## config.mk

```make
export PLATFORM = sky130hd
export DESIGN_NAME = pwm_irq_flags
export DESIGN_NICKNAME = d
export VERILOG_FILES = /design/src/rtl/pwm_irq_pkg.sv /design/src/rtl/w1c_flag_bank.sv /design/src/rtl/sync_mismatch.sv /design/src/rtl/ramp_capture.sv /design/src/rtl/pwm_irq_flags.sv
export SDC_FILE = /design/constraint.sdc
export NUM_CORES = 1
export LEC_CHECK = 0
export ABC_AREA = 1
export BUFFER_PORTS_ARGS = -buffer_cell sky130_fd_sc_hd__clkbuf_2
export CELL_PAD_IN_SITES_DETAIL_PLACEMENT = 1
export CELL_PAD_IN_SITES_GLOBAL_PLACEMENT = 1
export CORE_AREA = 2 2 41 43
export CTS_CLUSTER_SIZE = 10
export DETAILED_ROUTE_END_ITERATION = 8
export DIE_AREA = 0 0 43 45
export PLACE_DENSITY_LB_ADDON = 0.1
export SETUP_SLACK_MARGIN = 0.5
export SLEW_MARGIN = 20
export SYNTH_ARGS = -nofsm -noshare
export SYNTH_HDL_FRONTEND = slang
export SYNTH_SLANG_ARGS = --single-unit
```

## constraint.sdc

```tcl
create_clock -name clk -period 1.4 [get_ports clk]
set_input_delay 0.14 -clock clk [delete_from_list [all_inputs] [get_ports clk]]
set_output_delay 0.14 -clock clk [all_outputs]
set_load 0.005 [all_outputs]
```

## src/rtl/pwm_irq_pkg.sv

```systemverilog
// Shared constants for the PWM channel interrupt flag register.
// Assumes the fixed byte layout used by the software read path.
package pwm_irq_pkg;
    localparam int REG_W     = 8;
    localparam int RAMP_W    = 2;
    localparam int N_SRC     = 4;
    localparam int EN_W      = N_SRC;
    // Bit positions inside the readable byte
    localparam int POS_EOC   = 0;
    localparam int POS_RAMP  = 1;
    localparam int POS_EVA   = 3;
    localparam int POS_EVB   = 4;
    localparam int POS_SYNC  = 5;
    // Source index order used for flags and enables
    typedef enum logic [1:0] {
        SRC_EOC  = 2'd0,
        SRC_EVA  = 2'd1,
        SRC_EVB  = 2'd2,
        SRC_SYNC = 2'd3
    } src_e;
endpackage

```

## src/rtl/w1c_flag_bank.sv

```systemverilog
// Bank of sticky flags, set by hardware and cleared by writing a one.
// Assumes set_i and clr_i are already aligned to the same index order.
// A set in the same cycle as a clear wins.
module w1c_flag_bank #(
    parameter int N = 4
) (
    input  logic         clk,
    input  logic         rst_n,
    input  logic [N-1:0] set_i,
    input  logic [N-1:0] clr_i,
    output logic [N-1:0] q_o
);
    for (genvar i = 0; i < N; i++) begin : g_flag
        // Hold one sticky flag: reset, set priority, then clear
        always_ff @(posedge clk) begin
            if (!rst_n)        q_o[i] <= 1'b0;
            else if (set_i[i]) q_o[i] <= 1'b1;
            else if (clr_i[i]) q_o[i] <= 1'b0;
        end
    end
endmodule

```

## src/rtl/sync_mismatch.sv

```systemverilog
// Detects a cycle in which the local timing strobe and the preceding
// channel's run strobe disagree while auto-run is on.
// Assumes both strobes are single-cycle pulses in the same clock domain.
module sync_mismatch (
    input  logic auto_run_i,
    input  logic upd_i,
    input  logic cycle_end_i,
    input  logic master_run_i,
    output logic err_o
);
    logic local_strobe;

    // Combine the local strobes and compare them with the master strobe
    always_comb begin
        local_strobe = upd_i | cycle_end_i;
        err_o        = auto_run_i & (local_strobe ^ master_run_i);
    end
endmodule

```

## src/rtl/ramp_capture.sv

```systemverilog
// Remembers which ramp was active at the most recent event A or B.
// The field is read-only to software and resets to the first ramp.
module ramp_capture #(
    parameter int W = 2
) (
    input  logic         clk,
    input  logic         rst_n,
    input  logic         evt_i,
    input  logic [W-1:0] ramp_i,
    output logic [W-1:0] q_o
);
    // Load the ramp index on each event, otherwise hold
    always_ff @(posedge clk) begin
        if (!rst_n)     q_o <= '0;
        else if (evt_i) q_o <= ramp_i;
    end
endmodule

```

## src/rtl/pwm_irq_flags.sv

```systemverilog
// Interrupt flag register for one channel of a chained PWM controller.
// Collects end-of-cycle, event A/B and synchronization error flags,
// the ramp number of the last event, and a combined interrupt request.
// Assumes all strobes are single-cycle and synchronous to clk.
module pwm_irq_flags
    import pwm_irq_pkg::*;
(
    input  logic              clk,
    input  logic              rst_n,
    input  logic              cycle_end_i,
    input  logic              evt_a_i,
    input  logic              evt_b_i,
    input  logic              upd_i,
    input  logic              master_run_i,
    input  logic              auto_run_i,
    input  logic [RAMP_W-1:0] ramp_idx_i,
    input  logic [EN_W-1:0]   irq_en_i,
    input  logic              wr_en_i,
    input  logic [REG_W-1:0]  wr_data_i,
    output logic [REG_W-1:0]  rd_data_o,
    output logic              irq_o
);
    logic [N_SRC-1:0]  set_vec;
    logic [N_SRC-1:0]  clr_vec;
    logic [N_SRC-1:0]  flags;
    logic [RAMP_W-1:0] ramp_q;
    logic              sync_err;

    sync_mismatch u_sync (
        .auto_run_i   (auto_run_i),
        .upd_i        (upd_i),
        .cycle_end_i  (cycle_end_i),
        .master_run_i (master_run_i),
        .err_o        (sync_err)
    );

    // Gather the hardware set requests in source order
    always_comb begin
        set_vec           = '0;
        set_vec[SRC_EOC]  = cycle_end_i;
        set_vec[SRC_EVA]  = evt_a_i;
        set_vec[SRC_EVB]  = evt_b_i;
        set_vec[SRC_SYNC] = sync_err;
    end

    // Map write-one-to-clear data bits onto the source order
    always_comb begin
        clr_vec           = '0;
        clr_vec[SRC_EOC]  = wr_en_i & wr_data_i[POS_EOC];
        clr_vec[SRC_EVA]  = wr_en_i & wr_data_i[POS_EVA];
        clr_vec[SRC_EVB]  = wr_en_i & wr_data_i[POS_EVB];
        clr_vec[SRC_SYNC] = wr_en_i & wr_data_i[POS_SYNC];
    end

    w1c_flag_bank #(.N(N_SRC)) u_flags (
        .clk   (clk),
        .rst_n (rst_n),
        .set_i (set_vec),
        .clr_i (clr_vec),
        .q_o   (flags)
    );

    ramp_capture #(.W(RAMP_W)) u_ramp (
        .clk    (clk),
        .rst_n  (rst_n),
        .evt_i  (evt_a_i | evt_b_i),
        .ramp_i (ramp_idx_i),
        .q_o    (ramp_q)
    );

    // Assemble the readable byte; unused bits stay zero
    always_comb begin
        rd_data_o                             = '0;
        rd_data_o[POS_EOC]                    = flags[SRC_EOC];
        rd_data_o[POS_RAMP +: RAMP_W]         = ramp_q;
        rd_data_o[POS_EVA]                    = flags[SRC_EVA];
        rd_data_o[POS_EVB]                    = flags[SRC_EVB];
        rd_data_o[POS_SYNC]                   = flags[SRC_SYNC];
    end

    // Request an interrupt when any enabled flag is pending
    always_comb begin
        irq_o = |(flags & irq_en_i);
    end
endmodule

```

==> reports/qor.log, run 1 <==
[run_status] run status finished, final reports clean
[setup_path] Worst Setup End Kind primary output
[floorplan] IO Count 32
[global_route] GRT Resource Usage Total 8.57%
[floorplan] number of placement rows 14
[detailed_routing] DRC violations left 0
[global_route] number of global-route vias before repair 312
[setup_path] kind of start point of the critical path flip-flop
[pwr] switching power 103 µW
[pwr] share of power burned in the clock network 35.9%
[pwr] switching fraction of total power 23.9%
[synth] number of enable flip-flop cells after synthesis 0
[setup_path] setup slack of the most critical reg-to-reg path 0.66 ns
[floorplan] placeable core area 0.00147 mm²
[global_route] global-route wire length before repair 1210 µm
[synth] part of the Yosys area used for sequential elements 44.2%
[synth] post-synthesis register bit count 6
[synth] Synth top area share 44.2%
[clocking] clock root buffer clkbuf_4
[setup_path] launch instance of the worst register-to-register path u_flags.q_o[2]
[detailed_routing] overall via count from detail_route 356
[synth] mean post-synth cell area 6.79 µm²
[timing] Final Hold Violating Endpoints 0
[clocking] clock buffer count from CTS 3
[timing] RSZ-0062 raised after global routing true
[synth] library cell occupying the most area in the post-synthesis netlist dfxtp_1
[timing] setup skew after layout 0 ns
[setup_path] startpoint-to-endpoint class of the critical path flip-flop to primary output
[worst_hold_path] worst min path class primary input to flip-flop
[clocking] clock input transition at the sequential cells of the worst setup and hold paths 0.05 ns
[detailed_routing] via count normalized by instance count 4.14
[pwr] internal power 330 µW
[setup_path] largest driver fanout on the critical path 3
[timing] setup tns final 0 ns
[timing] setup-violating endpoint count in the final report 0
[setup_path] Reg2Reg Capture Point u_flags.q_o[2]
[cells_and_area] number of antenna repair diodes 0
[clocking] CTS HTree Levels 1
[placed_design] input/output buffers 25
[timing] Final period util 67.4%
[synth] asr flop ratio synth 0%
[global_route] antenna violations before repair 0
[synth] library cells used by synthesis 12
[synth] synth top area cells dfxtp_1 44%, nand2_1 14%, nor2_1 12%
[pwr] Seq pwr share 44.6%
[synth] Commonest cells post-synth 10 x nand2_1, 9 x nor2_1, 6 x dfxtp_1, 3 x a21oi_1, 3 x inv_1
[placed_design] hpwl dp 650 µm
[run] max cap viols 0
[synth] top flip-flop cell by instance count after synthesis dfxtp_1
[pwr] Leakage 0.000257 µW
[global_route] Remaining Overflow, GRT 0
[timing] max-slew violations 0
[timing] final critical delay including setup and external delays 0.944 ns
[cells_and_area] synthesis-to-finish area growth 67.7%
[clocking] # clock sinks 6
[timing] Peak Freq 1.06 GHz
[placed_design] final RePlAce weighted congestion 0.618
[detailed_routing] number of nets with antenna violations after detailed routing 0
[floorplan] overall die area 0.00194 mm²
[detailed_routing] drt first-iter violations 0
[pwr] worst vdd rail ir drop 0.330 mV
[cells_and_area] number of nets at the end of the flow 95
[floorplan] starting density of the core 18.5%
[detailed_routing] average detailed-routed wire length per instance 9.10 µm
[clocking] hold_buf cts 0
[setup_path] launch point of the critical path u_flags.q_o[2]
[clocking] clock latency on the worst-skew pair 0.23 ns
[setup_path] r2r worst-path depth 3
[setup_path] CP required 1.26 ns
[global_route] pin count of the biggest net entering global routing 5
[pwr] power per unit of standard cell area 951 mW/mm²
[synth] post-synthesis cell count 40
[floorplan] die boundary width 43 µm
[synth] summed instance area of the synthesized netlist 272 µm²
[cells_and_area] fraction of final layout cells with drive strength greater than 1 51.4%
[setup_path] capturing instance or port of the critical path irq_o
[floorplan] vertical die dimension 45 µm
[cells_and_area] utilization of the core after routing 31.0%
[detailed_routing] detailed-routing iteration count for the pre-antenna-repair pass 1
[pwr] fraction of power consumed by combinational cells 19.6%
[detailed_routing] total wire length 783 µm
[setup_path] CP arrival 0.80 ns
[clocking] CTS tree done
[synth] leading cell type by number of instances after synthesis nand2_1
[synth] total of warnings raised by yosys 0
[cells_and_area] number of inserted filler cells in the final layout 216
[clocking] Clock Tree Buf Depth 2
## placed cells by master, fill, tap and decap left out, drive strengths merged
cell,count
nand2,10
nand3,1
nor2,9
a21oi,4
buf,3
inv,3
clkbuf,28
conb,2
nand4,1
o21ai,3
dfxtp,6
## power by group through the flow
stage	Clock, µW	Combinational, µW	Sequential (µW)
floorplan	0	31.5	196
global placement	0	76.0	196
detailed placement	0	76.3	196
CTS	165	80.3	194
global route	182	94.8	195
finish	155	84.7	193
## per-layer routing
layer  GRT usage [%]  wire (µm)  up-vias
met1            10.0        379      152
met3            4.40         92        0
li1                -          -      185
met2            13.3        311       19
met4            3.64          0        0
met5               0          0        -
## final cells by class
type | instances | area, µm² | share of cell area [%]
inverters | 3 | 11.3 | 2.47
clock buffers | 3 | 22.5 | 4.95
multi-input cells | 30 | 129 | 28.3
flip-flops and latches | 6 | 125 | 27.5
repair buffers | 28 | 148 | 32.4
well taps | 16 | 20.0 | 4.40
## sequential cells by signal, summed over array words and instances, names as in the netlist
signal       flops
u_flags.q_o      4
u_ramp.q_o       2
## critical path: stages (launching register included)
cell and delay [ns]:
dfxtp_2 0.33, nand2_1 0.05, nand4_1 0.08, clkbuf_2 0.11
## what timing repair did
item | in CTS | in global routing
endpoints found under the setup margin | 1 | 2
gates cloned | 0 | 0
pin swaps | 2 | 3
buffers inserted | 1 | 2
resized for setup | 4 | 0
## logic make-up after synthesis
logic type / count (synthesis) / share of synthesized area [%]
AO/OA/AOI/OAI: 7 / 14.3
buffers and inverters: 5 / 9.68
flip-flops: 6 / 44.2
other: 1 / 1.38
AND/OR/NAND/NOR: 21 / 30.4
## through the flow
step	area, µm²	worst slack (ns)	total power (µW)	hold slack (ns)	cells
after floorplan	275	0.776	227	0.257	41
after global placement	405	0.658	272	0.371	80
after detailed placement	405	0.657	272	0.384	80
after CTS	440	0.438	440	0.128	84
after global routing	455	0.402	472	0.132	86
final	455	0.456	433	0.128	86
## worst min-delay path by stage
stage                     start              to  slack (ns)  depth (start not counted)
finish                  evt_a_i  u_flags.q_o[1]        0.13                          3
global route            evt_a_i  u_flags.q_o[1]        0.13                          3
CTS                     evt_a_i  u_flags.q_o[1]        0.13                          3
detailed placement      evt_a_i  u_flags.q_o[1]        0.38                          3
global placement        evt_b_i  u_flags.q_o[2]        0.37                          3
floorplan           cycle_end_i  u_flags.q_o[0]        0.26                          2
(Power assumes the default switching activity.)
==> inputs of run 2 (changes only) <==
- CORE_AREA: 2 2 41 43 -> 2 2 45 47
- DIE_AREA: 0 0 43 45 -> 0 0 47 49
- clock period: 1.4 -> 0.8 ns (I/O delays scaled with it)
==> reports/qor.log, run 2 (synthesized netlist as in run 1, its figures left out) <==
[clocking] hold_buf cts 0 [unchanged]
[pwr] internal power 607 µW [+84%]
[timing] Final period util 115%
[cells_and_area] synthesis-to-finish area growth 96.3%
[setup_path] startpoint-to-endpoint class of the critical path flip-flop to primary output
[cells_and_area] commonest non-fill, non-tap cell in the layout clkbuf_2
[floorplan] vertical die dimension 49 µm [+8.9%]
[floorplan] starting density of the core 14.7% [-3.7 points]
[clocking] clock latency on the worst-skew pair 0.25 ns [+0.02 ns]
[setup_path] CP arrival 0.84 ns [+0.04 ns]
[pwr] Seq pwr share 42.4% [-2.2 points]
[detailed_routing] average detailed-routed wire length per instance 9.03 µm [-0.82%]
[setup_path] Critical path buffers and inverters 1 [unchanged]
[pwr] power after layout 817 µW [+89%]
[pwr] power per unit of standard cell area 1530 mW/mm² [+61%]
[detailed_routing] total wire length 894 µm [+14%]
[floorplan] die boundary width 47 µm [+9.3%]
[detailed_routing] drt first-iter violations 0 [unchanged]
[setup_path] top cell family by delay on the critical path flip-flops
[global_route] number of global-route vias before repair 323 [+3.5%]
[placed_design] post-placement cell area 438 µm² [+8.0%]
[timing] RSZ-0062 raised after global routing true
[setup_path] Critical Path, Cell by Cell nand2_1 -> nand4_1 -> buf_2
[cells_and_area] area taken by flip-flops and latches 128 µm² [+2.0%]
[cells_and_area] area of the multi-input gates 153 µm² [+18%]
[global_route] global-route wire length before repair 1380 µm [+14%]
[placed_design] hpwl dp 737 µm [+13%]
[setup_path] CP required 0.72 ns [-0.54 ns]
[pwr] fraction of power consumed by combinational cells 22.5% [+2.9 points]
[floorplan] IO Count 32 [unchanged]
[global_route] GRT Resource Usage Total 8.90% [+0.33 points]
[timing] max-slew violations 0 [unchanged]
[run] max cap viols 0 [unchanged]
[cells_and_area] number of antenna repair diodes 0 [unchanged]
[timing] final critical delay including setup and external delays 0.919 ns
[clocking] clock input transition at the sequential cells of the worst setup and hold paths 0.05 ns [about the same]
[detailed_routing] number of nets with antenna violations after detailed routing 0 [unchanged]
[global_route] pin count of the biggest net entering global routing 5 [unchanged]
[cells_and_area] max reg flops 4 [unchanged]
[setup_path] worst-path cell with the longest stage delay dfxtp_2
[timing] Peak Freq 1.09 GHz
[global_route] antenna violations before repair 0 [unchanged]
[floorplan] overall die area 0.00230 mm² [+19%]
[run_status] run status complete, but fails checks
[pwr] Leakage 0.000273 µW [+6.0%]
[pwr] worst vdd rail ir drop 0.763 mV [+130%]
[run_status] violated checks setup timing
[cells_and_area] register ranked first by flip-flop count u_flags.q_o
[cells_and_area] fraction of final layout cells with drive strength greater than 1 66.7% [+15 points]
[clocking] clock root buffer clkbuf_4
[detailed_routing] DRC violations left 0 [unchanged]
[setup_path] launch instance of the worst register-to-register path u_flags.q_o[0]
[cells_and_area] Post-Layout Inst Area 533 µm² [+17%]
[clocking] # clock sinks 6 [unchanged]
[cells_and_area] registers with the most flip-flops u_flags.q_o (4), u_ramp.q_o (2)
[setup_path] depth of the critical timing path with buffers and inverters included 3 [unchanged]
[global_route] Remaining Overflow, GRT 0 [unchanged]
[timing] Final Hold Violating Endpoints 0 [unchanged]
[setup_path] delay of the slowest cell on the worst path 0.32 ns [about the same]
[cells_and_area] number of nets at the end of the flow 97 [+2.1%]
[clocking] CTS HTree Levels 1 [unchanged]
[pwr] switching fraction of total power 25.7% [+1.8 points]
[cells_and_area] most frequent cells in the layout 21 x clkbuf_2, 7 x nand2_1, 7 x nor2_1
[clocking] CTS tree done
[worst_hold_path] hold depth 3 [unchanged]
[placed_design] final RePlAce weighted congestion 0.563 [-8.9%]
[floorplan] placeable core area 0.00184 mm² [+25%]
[clocking] Clock Tree Buf Depth 2 [unchanged]
[timing] setup skew after layout 0 ns [unchanged]
[setup_path] kind of start point of the critical path flip-flop
[setup_path] r2r worst-path depth 3 [unchanged]
[pwr] share of power burned in the clock network 35.1% [-0.8 points]
[timing] setup-violating endpoint count in the final report 3 [+3]
[detailed_routing] detailed-routing iteration count for the pre-antenna-repair pass 1 [unchanged]
[placed_design] input/output buffers 25 [unchanged]
[floorplan] number of placement rows 16 [+2]
[setup_path] launch point of the critical path u_flags.q_o[1]
[worst_hold_path] worst min path class primary input to flip-flop
[timing] worst setup margin -0.119 ns [-0.574 ns]
[detailed_routing] via count normalized by instance count 3.71 [-10%]
[worst_hold_path] Worst Hold Launch evt_b_i
[setup_path] Worst Setup End Kind primary output
[clocking] clock buffer count from CTS 3 [unchanged]
[detailed_routing] overall via count from detail_route 367 [+3.1%]
[pwr] switching power 210 µW [+100%]
[cells_and_area] number of inserted filler cells in the final layout 259 [+20%]
[setup_path] largest driver fanout on the critical path 3 [unchanged]
run 2: worst paths after layout:
| kind | to | slack [ns] |
|---|---|---|
| min reg2reg | u_ramp.q_o[1] | 0.46 |
| max reg2reg | u_flags.q_o[0] | 0.07 |
| min | u_flags.q_o[2] | 0.07 |
| max | irq_o | -0.12 |
run 2: cell type report:
type	instances	area share [%]
clock buffers	3	4.23
flip-flops and latches	6	23.9
well taps	27	6.34
inverters	3	2.11
multi-input cells	30	28.6
repair buffers	30	34.7
run 2: per-stage QoR:
stage          setup slack, ns  setup TNS, ns  util, %  hold slack (ns)  cells
4_1_cts                 -0.137         -0.235     25.5           0.0541     95
6_report                -0.119         -0.249     28.9           0.0658     99
3_3_place_gp            0.0675              0     23.8            0.317     91
5_1_grt                 -0.181         -0.474     28.9           0.0558     99
2_1_floorplan            0.234              0        -            0.191     41
3_5_place_dp            0.0705              0     23.8            0.318     91
run 2: power groups by stage:
stage / clock (µW) / sequential (µW) / combinational [µW]
floorplan: 0 / 349 / 59.8
global placement: 0 / 350 / 139
detailed placement: 0 / 350 / 141
CTS: 307 / 345 / 148
global route: 330 / 350 / 209
finish: 286 / 347 / 184
run 2: routing by layer:
| layer | share of wire (%) | global-route usage, % |
|---|---|---|
| met1 | 41 | 9.89 |
| met5 | 0 | 0 |
| met2 | 47 | 12.1 |
| met4 | 0 | 2.78 |
| met3 | 12 | 8.15 |
run 2: worst register-to-register path: stages, from the launching register on:
cell and delay [ns]:
dfxtp_2 0.33, buf_4 0.13, a21oi_2 0.11, nor2_1 0.05
run 2: what timing repair did:
action	CTS	global route
gates resized for setup	1	11
endpoints found under the setup margin	13	13
pin swaps	2	3
setup buffers	1	4
==> inputs of run 3 (changes only) <==
- CORE_AREA: 2 2 45 47 -> 2 2 43 45
- CTS_BUF_LIST: unset -> sky130_fd_sc_hd__clkbuf_8
- DIE_AREA: 0 0 47 49 -> 0 0 45 47
==> reports/qor.log, run 3 (synthesized netlist as in run 1, its figures left out) <==
[setup_path] worst-path cell with the longest stage delay dfxtp_2
[floorplan] overall die area 0.00212 mm² [-8.2%]
[global_route] pin count of the biggest net entering global routing 5 [unchanged]
[cells_and_area] number of nets at the end of the flow 97 [unchanged]
[pwr] Seq pwr share 35.3% [-7.1 points]
[timing] Final period util 108% [-6.5 points]
[floorplan] vertical die dimension 47 µm [-4.1%]
[cells_and_area] most frequent cells in the layout 22 x clkbuf_2, 7 x nand2_1, 6 x nor2_1, 6 x dfxtp_2, 4 x buf_6
[setup_path] largest driver fanout on the critical path 2 [-1]
[setup_path] delay of the slowest cell on the worst path 0.31 ns [about the same]
[timing] Worst Hold Slack 0.110 ns [+0.0441 ns]
[global_route] antenna violations before repair 0 [unchanged]
[timing] final critical delay including setup and external delays 0.867 ns [-0.0519 ns]
[pwr] fraction of power consumed by combinational cells 19.9% [-2.6 points]
[clocking] # clock sinks 6 [unchanged]
[floorplan] IO Count 32 [unchanged]
[detailed_routing] average detailed-routed wire length per instance 9.62 µm [+6.5%]
[run_status] run status complete, but fails checks
[timing] setup skew after layout 0 ns [unchanged]
[setup_path] Worst Setup End Kind primary output
[setup_path] startpoint-to-endpoint class of the critical path flip-flop to primary output
[cells_and_area] number of antenna repair diodes 0 [unchanged]
[global_route] global-route wire length before repair 1260 µm [-8.6%]
[floorplan] placeable core area 0.00165 mm² [-10%]
[setup_path] depth of the critical timing path with buffers and inverters included 3 [unchanged]
[cells_and_area] commonest non-fill, non-tap cell in the layout clkbuf_2
[pwr] switching power 212 µW [+0.99%]
[timing] setup tns final -0.186 ns [+0.0625 ns]
[clocking] Clock Tree Buf Depth 2 [unchanged]
[pwr] worst vdd rail ir drop 0.477 mV [-37%]
[detailed_routing] via count normalized by instance count 3.94 [+6.4%]
[cells_and_area] max reg flops 4 [unchanged]
[cells_and_area] synthesis-to-finish area growth 101%
[floorplan] starting density of the core 16.4% [+1.7 points]
[setup_path] Critical path buffers and inverters 1 [unchanged]
[global_route] GRT Resource Usage Total 8.70% [-0.20 points]
[worst_hold_path] worst min path class primary input to flip-flop
[timing] max-slew violations 0 [unchanged]
[pwr] Leakage 0.000281 µW [+3.2%]
[cells_and_area] register ranked first by flip-flop count u_flags.q_o
[timing] Peak Freq 1.15 GHz [+6.0%]
[detailed_routing] detailed-routing iteration count for the pre-antenna-repair pass 1 [unchanged]
[timing] setup-violating endpoint count in the final report 5 [+2]
[run] max cap viols 0 [unchanged]
[pwr] switching fraction of total power 21.8% [-3.9 points]
[pwr] share of power burned in the clock network 44.8% [+9.7 points]
[clocking] CTS tree done
[clocking] clock input transition at the sequential cells of the worst setup and hold paths 0.03 ns [-0.02 ns]
[clocking] clock latency on the worst-skew pair 0.21 ns [-0.04 ns]
[detailed_routing] DRC violations left 0 [unchanged]
[pwr] power per unit of standard cell area 1780 mW/mm² [+16%]
[clocking] clock root buffer clkbuf_8
[cells_and_area] number of inserted filler cells in the final layout 212 [-18%]
[cells_and_area] registers with the most flip-flops u_flags.q_o (4), u_ramp.q_o (2)
[floorplan] die boundary width 45 µm [-4.3%]
[cells_and_area] fraction of final layout cells with drive strength greater than 1 68.1% [+1.4 points]
[pwr] internal power 761 µW [+25%]
[run_status] violated checks setup timing
[setup_path] CP arrival 0.79 ns [-0.05 ns]
[setup_path] kind of start point of the critical path flip-flop
[timing] RSZ-0062 raised after global routing true
[setup_path] Critical Path, Cell by Cell nand2_1 -> nand4_1 -> buf_2
[worst_hold_path] hold depth 3 [unchanged]
[global_route] Remaining Overflow, GRT 0 [unchanged]
[detailed_routing] number of nets with antenna violations after detailed routing 0 [unchanged]
[detailed_routing] overall via count from detail_route 351 [-4.4%]
[global_route] number of global-route vias before repair 338 [+4.6%]
[clocking] clock buffer count from CTS 3 [unchanged]
[floorplan] number of placement rows 15 [-1]
[placed_design] input/output buffers 25 [unchanged]
[timing] worst setup margin -0.0666 ns [+0.0519 ns]
[clocking] CTS HTree Levels 1 [unchanged]
[setup_path] top cell family by delay on the critical path flip-flops
[timing] Final Hold Violating Endpoints 0 [unchanged]
[placed_design] final RePlAce weighted congestion 0.563 [about the same]
[setup_path] r2r worst-path depth 4 [+1]
[detailed_routing] total wire length 856 µm [-4.3%]
[detailed_routing] drt first-iter violations 0 [unchanged]
[setup_path] CP required 0.72 ns [about the same]
## run 3: repair_timing
| item | in CTS | in global routing |
|---|---|---|
| endpoints found under the setup margin | 13 | 13 |
| buffers inserted | 4 | 1 |
| hold buffers | 0 | 0 |
| resized for setup | 3 | 9 |
| pin swaps | 1 | 1 |
## run 3: power by group through the flow
stage	Combinational (µW)	Clock, µW	Sequential (µW)
detailed placement	142	0	349
floorplan	59.8	0	349
global placement	141	0	349
finish	194	435	344
global route	218	474	346
CTS	171	454	342
## run 3: path summary, 6_finish.rpt
check                               startpoint        endpoint  slack (ns)
worst max register to register  u_flags.q_o[2]  u_flags.q_o[2]       -0.01
worst min register to register   u_ramp.q_o[1]   u_ramp.q_o[1]        0.46
worst max-delay path            u_flags.q_o[2]           irq_o       -0.07
worst min-delay path                   evt_b_i  u_flags.q_o[2]        0.11
## run 3: final cells by class
type                            instances  area, µm²  share of cell area [%]
Multi-Input combinational cell         30        163                    29.7
Timing Repair Buffer                   30        183                    33.4
Clock buffer                            3       41.3                    7.55
Sequential cell                         6        128                    23.3
Tap cell                               17       21.3                    3.89
Inverter                                3       11.3                    2.06
## run 3: worst min-delay path: cells and delay by family
family,cells,cell delay [ns]
buffers and inverters,1,0.10
AND/OR/NAND/NOR,1,0.07
AO/OA/AOI/OAI,1,0.03
## run 3: layer usage
layer | vias to the layer above | routed length, µm | GRT usage, %
met3 | 0 | 81 | 3.85
met1 | 150 | 360 | 9.93
met2 | 14 | 415 | 13.4
met5 | - | 0 | 0
met4 | 0 | 0 | 5.29
li1 | 187 | - | -
## run 3: stage by stage
step	utilization (%)	power, µW	worst slack [ns]	cells	area (µm²)
6_report	33.1	972	-0.0666	89	547
5_1_grt	33.1	1040	-0.126	89	547
4_1_cts	30.6	966	-0.0782	88	505
3_5_place_dp	25.8	491	0.0869	81	425
3_3_place_gp	25.8	491	0.111	81	425
2_1_floorplan	-	408	0.234	41	294
